$ cat src/rtl/rxim_pkg.sv
package rxim_pkg;
  localparam int CNT_W = 16;
  typedef logic [CNT_W-1:0] cnt_t;
endpackage

$ cat src/rtl/rxim_timer.sv
module rxim_timer #(
  parameter int W       = 16,
  parameter bit RESTART = 1'b1
) (
  input  logic         clk,
  input  logic         rst_n,
  input  logic         start,
  input  logic         clear,
  input  logic         tick,
  input  logic [W-1:0] reload,
  output logic         busy,
  output logic         expire
);
  logic [W-1:0] cnt;
  logic         do_load;

  // A non-restartable timer accepts a start only when idle or being cleared.
  generate
    if (RESTART) begin : g_restart
      assign do_load = start && (reload != '0);
    end else begin : g_hold
      assign do_load = start && (reload != '0) && (!busy || clear);
    end
  endgenerate

  assign expire = busy && tick && (cnt == W'(1));

  always_ff @(posedge clk) begin
    if (!rst_n) begin
      busy <= 1'b0;
      cnt  <= '0;
    end else if (do_load) begin
      busy <= 1'b1;
      cnt  <= reload;
    end else if (clear) begin
      busy <= 1'b0;
      cnt  <= '0;
    end else if (busy && tick) begin
      cnt <= cnt - W'(1);
    end
  end
endmodule

$ cat src/rtl/rxim_fire.sv
module rxim_fire (
  input  logic clk,
  input  logic rst_n,
  input  logic abs_exp,
  input  logic dly_exp,
  input  logic immediate,
  output logic fire,
  output logic irq
);
  assign fire = abs_exp || dly_exp || immediate;

  always_ff @(posedge clk) begin
    if (!rst_n) irq <= 1'b0;
    else        irq <= fire;
  end
endmodule

$ cat src/rtl/rx_irq_moderator.sv
module rx_irq_moderator
  import rxim_pkg::*;
#(
  parameter int W = CNT_W
) (
  input  logic         clk,
  input  logic         rst_n,
  input  logic         pkt_rx,
  input  logic         tick_en,
  input  logic [W-1:0] abs_reload,
  input  logic [W-1:0] dly_reload,
  output logic         irq
);
  logic immediate, arm, fire;
  logic abs_busy, abs_exp, dly_busy, dly_exp;

  assign immediate = pkt_rx && (dly_reload == '0);
  assign arm       = pkt_rx && !immediate;

  rxim_timer #(.W(W), .RESTART(1'b0)) u_abs (
    .clk(clk), .rst_n(rst_n), .start(arm), .clear(fire), .tick(tick_en),
    .reload(abs_reload), .busy(abs_busy), .expire(abs_exp));

  rxim_timer #(.W(W), .RESTART(1'b1)) u_dly (
    .clk(clk), .rst_n(rst_n), .start(arm), .clear(fire), .tick(tick_en),
    .reload(dly_reload), .busy(dly_busy), .expire(dly_exp));

  rxim_fire u_fire (
    .clk(clk), .rst_n(rst_n), .abs_exp(abs_exp), .dly_exp(dly_exp),
    .immediate(immediate), .fire(fire), .irq(irq));
endmodule

$ cat config.mk
export PLATFORM = sky130hd
export DESIGN_NAME = rx_irq_moderator
export DESIGN_NICKNAME = d
export VERILOG_FILES = /design/src/rtl/rxim_pkg.sv /design/src/rtl/rxim_timer.sv /design/src/rtl/rxim_fire.sv /design/src/rtl/rx_irq_moderator.sv
export SDC_FILE = /design/constraint.sdc
export NUM_CORES = 1
export LEC_CHECK = 0
export BUFFER_PORTS_ARGS = -buffer_cell sky130_fd_sc_hd__buf_2
export CORE_UTILIZATION = 46
export DETAILED_ROUTE_END_ITERATION = 10
export HOLD_SLACK_MARGIN = 0.06
export PLACE_DENSITY = 0.68
export SLEW_MARGIN = 20
export SYNTH_ARGS = -nofsm -noshare
export SYNTH_HDL_FRONTEND = slang
export SYNTH_HIERARCHICAL = 1
export SYNTH_SLANG_ARGS = --single-unit
$ cat constraint.sdc
create_clock -name clk -period 4 [get_ports clk]
set_input_delay 0 -clock clk [delete_from_list [all_inputs] [get_ports clk]]
set_output_delay 0 -clock clk [all_outputs]
set_load 0.1 [all_outputs]
==> impl_metrics.env, run 1 <==
export IMPL_wl_um=6690
export IMPL_worst_pin_slew_ps=715
export IMPL_yosysSeqAreaShare_pct=29.0
export IMPL_io_buffers=36
export IMPL_synthFlopType="dfxtp_1"
export IMPL_layout_nets=388
export IMPL_setup_tns_ps=0
export IMPL_dr_wl_met3_um=503
export IMPL_syn_cell_area_um2=2420
export IMPL_rows=26
export IMPL_r2r_end="u_abs/cnt[7]"
export IMPL_drc_errors=0
export IMPL_post_drt_wl_per_cell_um=16.0
export IMPL_synth_distinct_cells=58
export IMPL_place_hpwl_um=4780
export IMPL_wl_met1_um=3060
export IMPL_reg2reg_from="u_abs/cnt[7]"
export IMPL_status="complete, no violations"
export IMPL_gp_congestion=0.865
export IMPL_synth_compound_area_share_pct=24.9
export IMPL_yosys_area_share_adder_pct=2.07
export IMPL_maxCapViolCount=0
export IMPL_clockBufferDepth=2
export IMPL_postRouteAntennaNets=0
export IMPL_finalCriticalPeriod_ps=3310
export IMPL_power_density_nw_per_um2=352
export IMPL_htreeDepth=2
export IMPL_final_cells=419
export IMPL_grt_pass1_wl_um=10700
export IMPL_clkTransAtPathRegs_ps=70
export IMPL_start_util_pct=47.6
export IMPL_endpoint_kind="flip-flop"
export IMPL_maxSlewViolCount=0
export IMPL_fp_dieW_um=74.5
export IMPL_yosys_area_share_xor_xnor_pct=2.90
export IMPL_antennaDiodeCount=0
export IMPL_dp_cells=399
export IMPL_firstDrtPassIters=4
export IMPL_setup_violations=0
export IMPL_cts_made_buffers=5
export IMPL_syn_to_final_growth_pct=19.5
export IMPL_hold_depth=3
export IMPL_grt_max_degree=28
export IMPL_seqCellArea_um2=701
export IMPL_clock_latency_ps=290
export IMPL_grt_pass1_vias=2214
export IMPL_layout_commonest_cell="buf_2"
export IMPL_muxShareOfSynthArea_pct=1.35
export IMPL_max_freq_ghz=0.302
export IMPL_core_area_um2=5070
export IMPL_syn_avg_cell_area_um2=8.03
export IMPL_synth_edff_count=0
export IMPL_path_class="reg2reg"
export IMPL_drive_gt1_share_pct=20.1
export IMPL_yosys_area_share_simple_pct=34.9
export IMPL_dr_max_layer_used="met4"
export IMPL_leakage_nw=1.20
export IMPL_irDropWorstVdd_v=0.000156
export IMPL_synth_cells=301
export IMPL_hold_end="u_dly/cnt[12]"
export IMPL_reg2reg_depth=12
export IMPL_finalHoldViolCount=0
export IMPL_final_cell_mix="36 x buf_2, 35 x dfxtp_1, 26 x nand2_1"
export IMPL_die_h_um=74.5
export IMPL_antenna_found_initial=0
export IMPL_io_pins=37
export IMPL_cts_tree="done"
export IMPL_fillCellCount=485
export IMPL_synth_top_family_by_area="simple AND/OR/NAND/NOR gates"
export IMPL_grtUsageTotal_pct=25.4
export IMPL_async_flop_share_pct=0
export IMPL_min_delay_start="dly_reload[12]"
export IMPL_multi_input_area_um2=1600
export IMPL_path_max_fanout=12
export IMPL_met2_length_um=3020
export IMPL_finalCritPeriodShare_pct=82.8
export IMPL_grt_overflow_total=0
export IMPL_max_slew_margin_rel_pct=51.9
export IMPL_dieArea_um2=5550
export IMPL_reg2reg_slack_ps=690
export IMPL_root_buffer="clkbuf_8"
export IMPL_postCtsSetupBuffers=0
export IMPL_route_vias_total=2518
export IMPL_worstSetupStartpointType="flip-flop"
export IMPL_hold_path_class="in2reg"
export IMPL_clock_sinks=35
export IMPL_avgViaCountPerCell=6.01
export IMPL_synthesis_nets=341
export IMPL_rsz0062_at_grt="no"
export IMPL_cp_required_ps=4210
export IMPL_skew_ps=4.20
export IMPL_cp_data_arrival_time_ps=3520
export IMPL_yosys_warnings=6
export IMPL_synth_ff_latch_count=35
export IMPL_drt_iter0_drc=202
power breakdown:
group	leakage, nW	switching [mW]	internal, mW
Sequential	0.288	0.0337	0.378
Clock	0.0515	0.135	0.157
Combinational	0.857	0.170	0.142
critical path, cell delays in order, from the launching register on:
cell and delay [ps]:
dfxtp_1 350, or4_4 540, or3_1 350, or4_4 440
nor2_1 140, or3_1 130, or2b_2 140, and2_1 130
buf_4 180, a21oi_1 140, buf_4 200, a22o_1 220
a221oi_1 260
how the worst max path moves through the flow:
stage	slack, ps	end	from	depth (start not counted)
2_1_floorplan	770	u_abs/cnt[14]	u_abs/cnt[7]	12
3_3_place_gp	780	u_abs/cnt[7]	u_abs/cnt[7]	12
3_5_place_dp	710	u_abs/cnt[7]	u_abs/cnt[7]	12
4_1_cts	690	u_abs/cnt[7]	u_abs/cnt[7]	12
5_1_grt	500	u_abs/cnt[7]	u_abs/cnt[7]	12
6_report	690	u_abs/cnt[7]	u_abs/cnt[7]	12
layer usage:
metal | up-vias | global-route usage (%)
li1 | 1244 | -
met1 | 1168 | 35.6
met2 | 96 | 39.4
met3 | 10 | 5.01
met4 | 0 | 7.13
met5 | - | 0
flip-flops by register name (all words and copies together) (netlist names):
| name | count |
|---|---|
| u_dly/busy | 1 |
| u_dly/cnt | 16 |
| u_fire/irq | 1 |
| u_abs/busy | 1 |
| u_abs/cnt | 16 |
final cells by class:
cell class / count / area share (%)
clock buffers: 8 / 3.47
inverters: 11 / 1.43
multi-input cells: 239 / 55.3
flip-flops and latches: 35 / 24.3
well taps: 70 / 3.03
repair buffers: 56 / 12.5
stage by stage:
step	power (mW)	area (µm²)	utilization [%]	setup WS, ps	hold WS [ps]
after CTS	1.02	2890	56.9	692	65.0
after global placement	0.712	2670	52.5	783	230
final	1.02	2890	56.9	687	64.4
after detailed placement	0.717	2670	52.5	710	236
after global routing	1.07	2890	56.9	497	86.3
after floorplan	0.630	2420	-	765	127
logic make-up (layout without fill, tap and decap cells):
family                   after synthesis  in the layout
AO/OA/AOI/OAI                         77             77
buffers and inverters                 27             75
multiplexers                           3              3
flip-flops                            35             35
adder cells (fa/ha/maj)                4              4
AND/OR/NAND/NOR                      147            147
XOR/XNOR                               8              8
repair_timing:
item,4_1_cts,5_1_grt
resized for setup,0,0
hold buffers,12,0
endpoints found under the hold margin,12,0
endpoints found under the setup margin,0,0
cells in the mapped netlist (2+ instances only):
cell	instances	share of area, %
a21o_1	6	1.9
a221oi_1	3	1.1
nor3_1	13	2.7
nor2b_1	2	0.52
or4_4	4	1.9
mux2_2	2	0.93
nand3_1	14	2.9
nor2_1	25	3.9
o31a_1	3	1.1
dfxtp_1	35	29
a22oi_1	7	2.2
a21oi_1	21	4.4
xor2_1	2	0.73
o41ai_1	2	0.73
nand4_1	11	2.8
inv_1	10	1.6
and2_1	7	1.8
nor3b_1	5	1.6
or3_1	5	1.3
nor4_2	2	1.0
buf_2	2	0.41
and2_0	2	0.52
nor4_1	13	3.4
nand2_1	26	4.0
o211a_1	5	2.1
and4_1	3	1.1
nor3b_2	3	1.6
clkbuf_1	12	1.9
a211oi_1	3	0.93
o31ai_1	4	1.2
xnor2_1	6	2.2
or4_1	3	0.93
a31oi_1	2	0.52
a22o_1	9	3.3
ha_1	4	2.1
buf_6	2	0.93
a211o_1	2	0.73
No activity file was read; power rests on OpenSTA's default activity.
==> run 2: changes to the inputs <==
PLACE_DENSITY = 0.7   (was 0.68)
clock period = 2.8 ns   (was 4 ns; I/O delays follow)
==> run 2 against run 1 <==
Effect of this change:
- the run now ends with negative setup slack left
- clock-buffer cell count is 3 lower
- via count is 4.7% higher
- first-iteration DRC count is 35% higher
- die area is the same
- sequential power rose by 42%
- worst setup slack got worse by 710 ps
- flip-flop and latch count is the same
- routed wire length up 7.2%
- register-to-register slack worse by 710 ps
- critical path depth did not move
- cell count increased by 5.3%
- critical path type unchanged
- critical endpoint is now u_abs/cnt[13]
- largest cell class unchanged
- largest power group unchanged
==> impl_metrics.env, run 2 (synthesized netlist as in run 1, its figures left out) <==
export IMPL_htreeDepth=2
export IMPL_finalHoldViolCount=0
export IMPL_cts_made_buffers=5
export IMPL_drc_errors=0
export IMPL_placed_cell_area_um2=2820
export IMPL_cp_required_ps=2980
export IMPL_final_cells=441
export IMPL_grt_overflow_total=0
export IMPL_postRouteAntennaNets=0
export IMPL_cts_tree="done"
export IMPL_firstDrtPassIters=4
export IMPL_dp_cells=415
export IMPL_start_util_pct=47.6
export IMPL_largestRegisters="u_abs/cnt: 16 flops, u_dly/cnt: 16 flops"
export IMPL_layout_nets=410
export IMPL_path_max_fanout=7
export IMPL_path_class="reg2reg"
export IMPL_clock_latency_ps=280
export IMPL_wl_um=7170
export IMPL_maxCapViolCount=0
export IMPL_finalCriticalPeriod_ps=2830
export IMPL_post_drt_wl_per_cell_um=16.3
export IMPL_antenna_found_initial=0
export IMPL_route_vias_total=2636
export IMPL_layout_commonest_cell="buf_2"
export IMPL_status="finished with violations"
export IMPL_power_density_nw_per_um2=471
export IMPL_rsz0062_at_grt="yes"
export IMPL_setup_violations=7
export IMPL_worst_hold_slack_ps=75.6
export IMPL_hold_path_class="in2reg"
export IMPL_worstSetupStartpointType="flip-flop"
export IMPL_antennaDiodeCount=0
export IMPL_io_buffers=36
export IMPL_gp_congestion=0.882
export IMPL_leakage_nw=1.33
export IMPL_clockBufferDepth=2
export IMPL_skew_ps=3.72
export IMPL_maxSlewViolCount=0
export IMPL_max_slew_margin_rel_pct=49.5
export IMPL_grt_pass1_vias=2355
export IMPL_grtUsageTotal_pct=26.9
export IMPL_die_h_um=74.5
export IMPL_avgViaCountPerCell=5.98
export IMPL_worst_pin_slew_ps=756
export IMPL_clkTransAtPathRegs_ps=80
export IMPL_grt_max_degree=25
export IMPL_grt_pass1_wl_um=11300
export IMPL_root_buffer="clkbuf_8"
export IMPL_violations="negative setup slack"
export IMPL_stdcell_area_um2=3140
export IMPL_io_pins=37
export IMPL_place_hpwl_um=4880
export IMPL_dieArea_um2=5550
export IMPL_fp_dieW_um=74.5
export IMPL_cp_data_arrival_time_ps=3010
export IMPL_finalCritPeriodShare_pct=101
export IMPL_setup_tns_ps=-90.3
export IMPL_drive_gt1_share_pct=29.6
export IMPL_core_area_um2=5070
export IMPL_syn_to_final_growth_pct=30.0
export IMPL_drt_iter0_drc=272
export IMPL_max_freq_ghz=0.354
export IMPL_worst_slack_ps=-26.1
export IMPL_final_cell_mix="36 x buf_2, 33 x dfxtp_1, 25 x buf_4, 25 x nand2_1, 24 x nor2_1"
export IMPL_clock_sinks=35
export IMPL_endpoint_kind="flip-flop"
export IMPL_irDropWorstVdd_v=0.000308
export IMPL_rows=26
==> run 2: changes by cell type in the layout (fill, tap and decap cells not counted), moves of 3 or more <==
cell,change
clkinv_2,+3
buf_6,+4
a21oi_2,+3
a21oi_1,-3
buf_4,+17
==> run 2: per-layer routing <==
layer / global-route usage, % / share of wire [%]
met1: 39.2 / 46
met2: 40.1 / 46
met3: 4.47 / 5.2
met4: 8.60 / 2.9
met5: 0 / 0
==> run 2: area by class of cell <==
class / count / area (µm²)
fill: 439 / 1930
tap: 70 / 87.6
timing repair buffer: 78 / 553
multi-input combinational: 239 / 1670
clock buffer: 5 / 68.8
clock inverter: 3 / 15.0
sequential: 35 / 703
inverter: 11 / 41.3
==> run 2: critical path: stages (launching register included) <==
cell and delay [ps]:
dfxtp_2 320, or4_4 530, or3_4 340, or4_4 440, nor2_4 100, or3_4 120
or2b_4 100, and2_4 180, and2_4 160, buf_6 130, buf_6 110, nand3_2 100
o41ai_2 70
==> run 2: power breakdown <==
group	leakage, nW	internal, mW	switching [mW]
registers	0.289	0.540	0.0429
logic	0.995	0.263	0.276
clock network	0.0477	0.170	0.188
==> run 2: worst paths after layout <==
path,from,endpoint,slack (ps),cells past startpoint
max,u_abs/cnt[12],u_abs/cnt[13],-30,12
min,dly_reload[12],u_dly/cnt[12],80,3
max reg2reg,u_abs/cnt[12],u_abs/cnt[13],-30,12
min reg2reg,u_dly/busy,u_dly/busy,470,2
==> run 2: repair_timing <==
item / CTS / global route
cloned: 1 / 0
setup buffers: 4 / 1
hold endpoints to repair: 12 / 0
resized for setup: 7 / 13
setup endpoints to repair: 7 / 22
hold buffers: 12 / 0
pin swaps: 0 / 3
==> run 2: per-stage QoR <==
stage	setup slack, ps	util [%]	total power [mW]
2_1_floorplan	-86.0	-	0.907
3_3_place_gp	-25.1	55.5	1.06
3_5_place_dp	-73.0	55.5	1.07
4_1_cts	-6.89	60.7	1.47
5_1_grt	-113	61.9	1.57
6_report	-26.1	61.9	1.48
==> run 3: changes to the inputs <==
RECOVER_POWER = 50   (was unset)
==> run 3 against run 2 <==
Effect of this change:
- the run still ends with negative setup slack left
- die area is the same
- combinational power is essentially flat
- fmax is essentially flat
- first-iteration DRC count is the same
- cell count is the same
- non-clock buffer count is the same
- core utilization is essentially flat
- highest routed layer unchanged
- clock-buffer cell count is the same
- power is essentially flat
- sequential power is essentially flat
- register-to-register slack is essentially flat
==> impl_metrics.env, run 3 (synthesized netlist as in run 1, its figures left out) <==
export IMPL_grt_pass1_wl_um=11300
export IMPL_crit_path_start="u_abs/cnt[12]"
export IMPL_power_density_nw_per_um2=471
export IMPL_wl_um=7170
export IMPL_fp_dieW_um=74.5
export IMPL_reg2reg_depth=12
export IMPL_maxSlewViolCount=0
export IMPL_setup_violations=7
export IMPL_root_buffer="clkbuf_8"
export IMPL_clock_sinks=35
export IMPL_cp_data_arrival_time_ps=3010
export IMPL_largestRegisters="u_abs/cnt: 16 flops, u_dly/cnt: 16 flops"
export IMPL_gp_congestion=0.882
export IMPL_place_hpwl_um=4880
export IMPL_finalCriticalPeriod_ps=2830
export IMPL_cts_tree="done"
export IMPL_antenna_found_initial=0
export IMPL_grtUsageTotal_pct=26.9
export IMPL_worst_pin_slew_ps=1150
export IMPL_hold_depth=3
export IMPL_endpoint="u_abs/cnt[13]"
export IMPL_rsz0062_at_grt="yes"
export IMPL_dieArea_um2=5550
export IMPL_status="finished with violations"
export IMPL_final_cell_mix="35 x buf_2, 33 x dfxtp_1, 25 x buf_4, 25 x nand2_1, 24 x nor2_1"
export IMPL_reg2reg_from="u_abs/cnt[12]"
export IMPL_rows=26
export IMPL_layout_commonest_cell="buf_2"
export IMPL_clockBufferDepth=2
export IMPL_r2r_end="u_abs/cnt[13]"
export IMPL_maxCapViolCount=0
export IMPL_finalHoldViolCount=0
export IMPL_reg2reg_slack_ps=-30
export IMPL_core_area_um2=5070
export IMPL_clkTransAtPathRegs_ps=80
export IMPL_endpoint_kind="flip-flop"
export IMPL_antennaDiodeCount=0
export IMPL_avgViaCountPerCell=5.98
export IMPL_drc_errors=0
export IMPL_syn_to_final_growth_pct=30.0
export IMPL_grt_max_degree=25
export IMPL_htreeDepth=2
export IMPL_worst_slack_ps=-26.2
export IMPL_cts_made_buffers=5
export IMPL_io_buffers=36
export IMPL_die_h_um=74.5
export IMPL_drive_gt1_share_pct=29.4
export IMPL_skew_ps=3.72
export IMPL_irDropWorstVdd_v=0.000308
export IMPL_grt_pass1_vias=2355
export IMPL_path_max_fanout=7
export IMPL_worstSetupStartpointType="flip-flop"
export IMPL_post_drt_wl_per_cell_um=16.3
export IMPL_max_freq_ghz=0.354
export IMPL_firstDrtPassIters=4
export IMPL_worst_hold_slack_ps=75.6
export IMPL_finalCritPeriodShare_pct=101
export IMPL_hold_path_class="in2reg"
export IMPL_start_util_pct=47.6
export IMPL_clock_latency_ps=280
export IMPL_path_class="reg2reg"
export IMPL_total_power_mw=1.48
export IMPL_layout_nets=410
export IMPL_io_pins=37
export IMPL_grt_overflow_total=0
export IMPL_cp_required_ps=2980
export IMPL_leakage_nw=1.33
export IMPL_postRouteAntennaNets=0
export IMPL_setup_tns_ps=-90.3
export IMPL_violations="negative setup slack"
export IMPL_route_vias_total=2636
export IMPL_max_slew_margin_rel_pct=23.4
export IMPL_drt_iter0_drc=272
run 3: report_power, final:
group,internal (mW),leakage (nW),switching (mW),total (mW)
clock,0.170,0.0477,0.188,0.358
sequential,0.540,0.289,0.0429,0.583
combinational,0.263,0.991,0.276,0.538
total,0.973,1.33,0.507,1.48
run 3: how the worst min path moves through the flow:
stage                   startpoint       endpoint  slack, ps
finish              dly_reload[12]  u_dly/cnt[12]         80
global route        dly_reload[12]  u_dly/cnt[12]         90
CTS                 dly_reload[12]  u_dly/cnt[12]         70
detailed placement  abs_reload[13]  u_abs/cnt[13]        240
global placement    abs_reload[13]  u_abs/cnt[13]        230
floorplan           abs_reload[12]  u_abs/cnt[12]        130
run 3: cell type report:
type                    instances  area, µm²
repair buffers                 78        552
fillers                       440       1930
multi-input cells             239       1670
flip-flops and latches         35        703
inverters                      11       41.3
clock buffers                   5       68.8
clock inverters                 3       15.0
well taps                      70       87.6
run 3: worst max-delay path: stages (launching register included):
cell     delay [ps]
dfxtp_2         320
or4_4           530
or3_4           340
or4_4           440
nor2_4          100
or3_4           120
or2b_4          100
and2_4          180
and2_4          160
buf_6           130
buf_6           110
nand3_2         100
o41ai_2          70
run 3: what timing repair did:
action | 4_1_cts | 5_1_grt
pin swaps | 0 | 3
gates resized for setup | 7 | 13
buffers inserted | 4 | 1
cloned | 1 | 0
hold buffers | 12 | 0
hold endpoints to repair | 12 | 0
endpoints found under the setup margin | 7 | 22
run 3: per-stage QoR:
stage | utilization (%) | std cells | setup WS [ps] | area, µm²
floorplan | - | 301 | -86.0 | 2440
global placement | 55.5 | 415 | -25.1 | 2820
detailed placement | 55.5 | 415 | -73.0 | 2820
CTS | 60.7 | 440 | -6.89 | 3080
global route | 61.9 | 441 | -113 | 3140
finish | 61.9 | 441 | -26.2 | 3140
run 3: routing by layer:
metal / global-route usage, % / up-vias / wire (µm)
li1: - / 1286 / -
met1: 39.2 / 1239 / 3310
met2: 40.1 / 93 / 3280
met3: 4.47 / 18 / 372
met4: 8.60 / 0 / 207
met5: 0 / - / 0
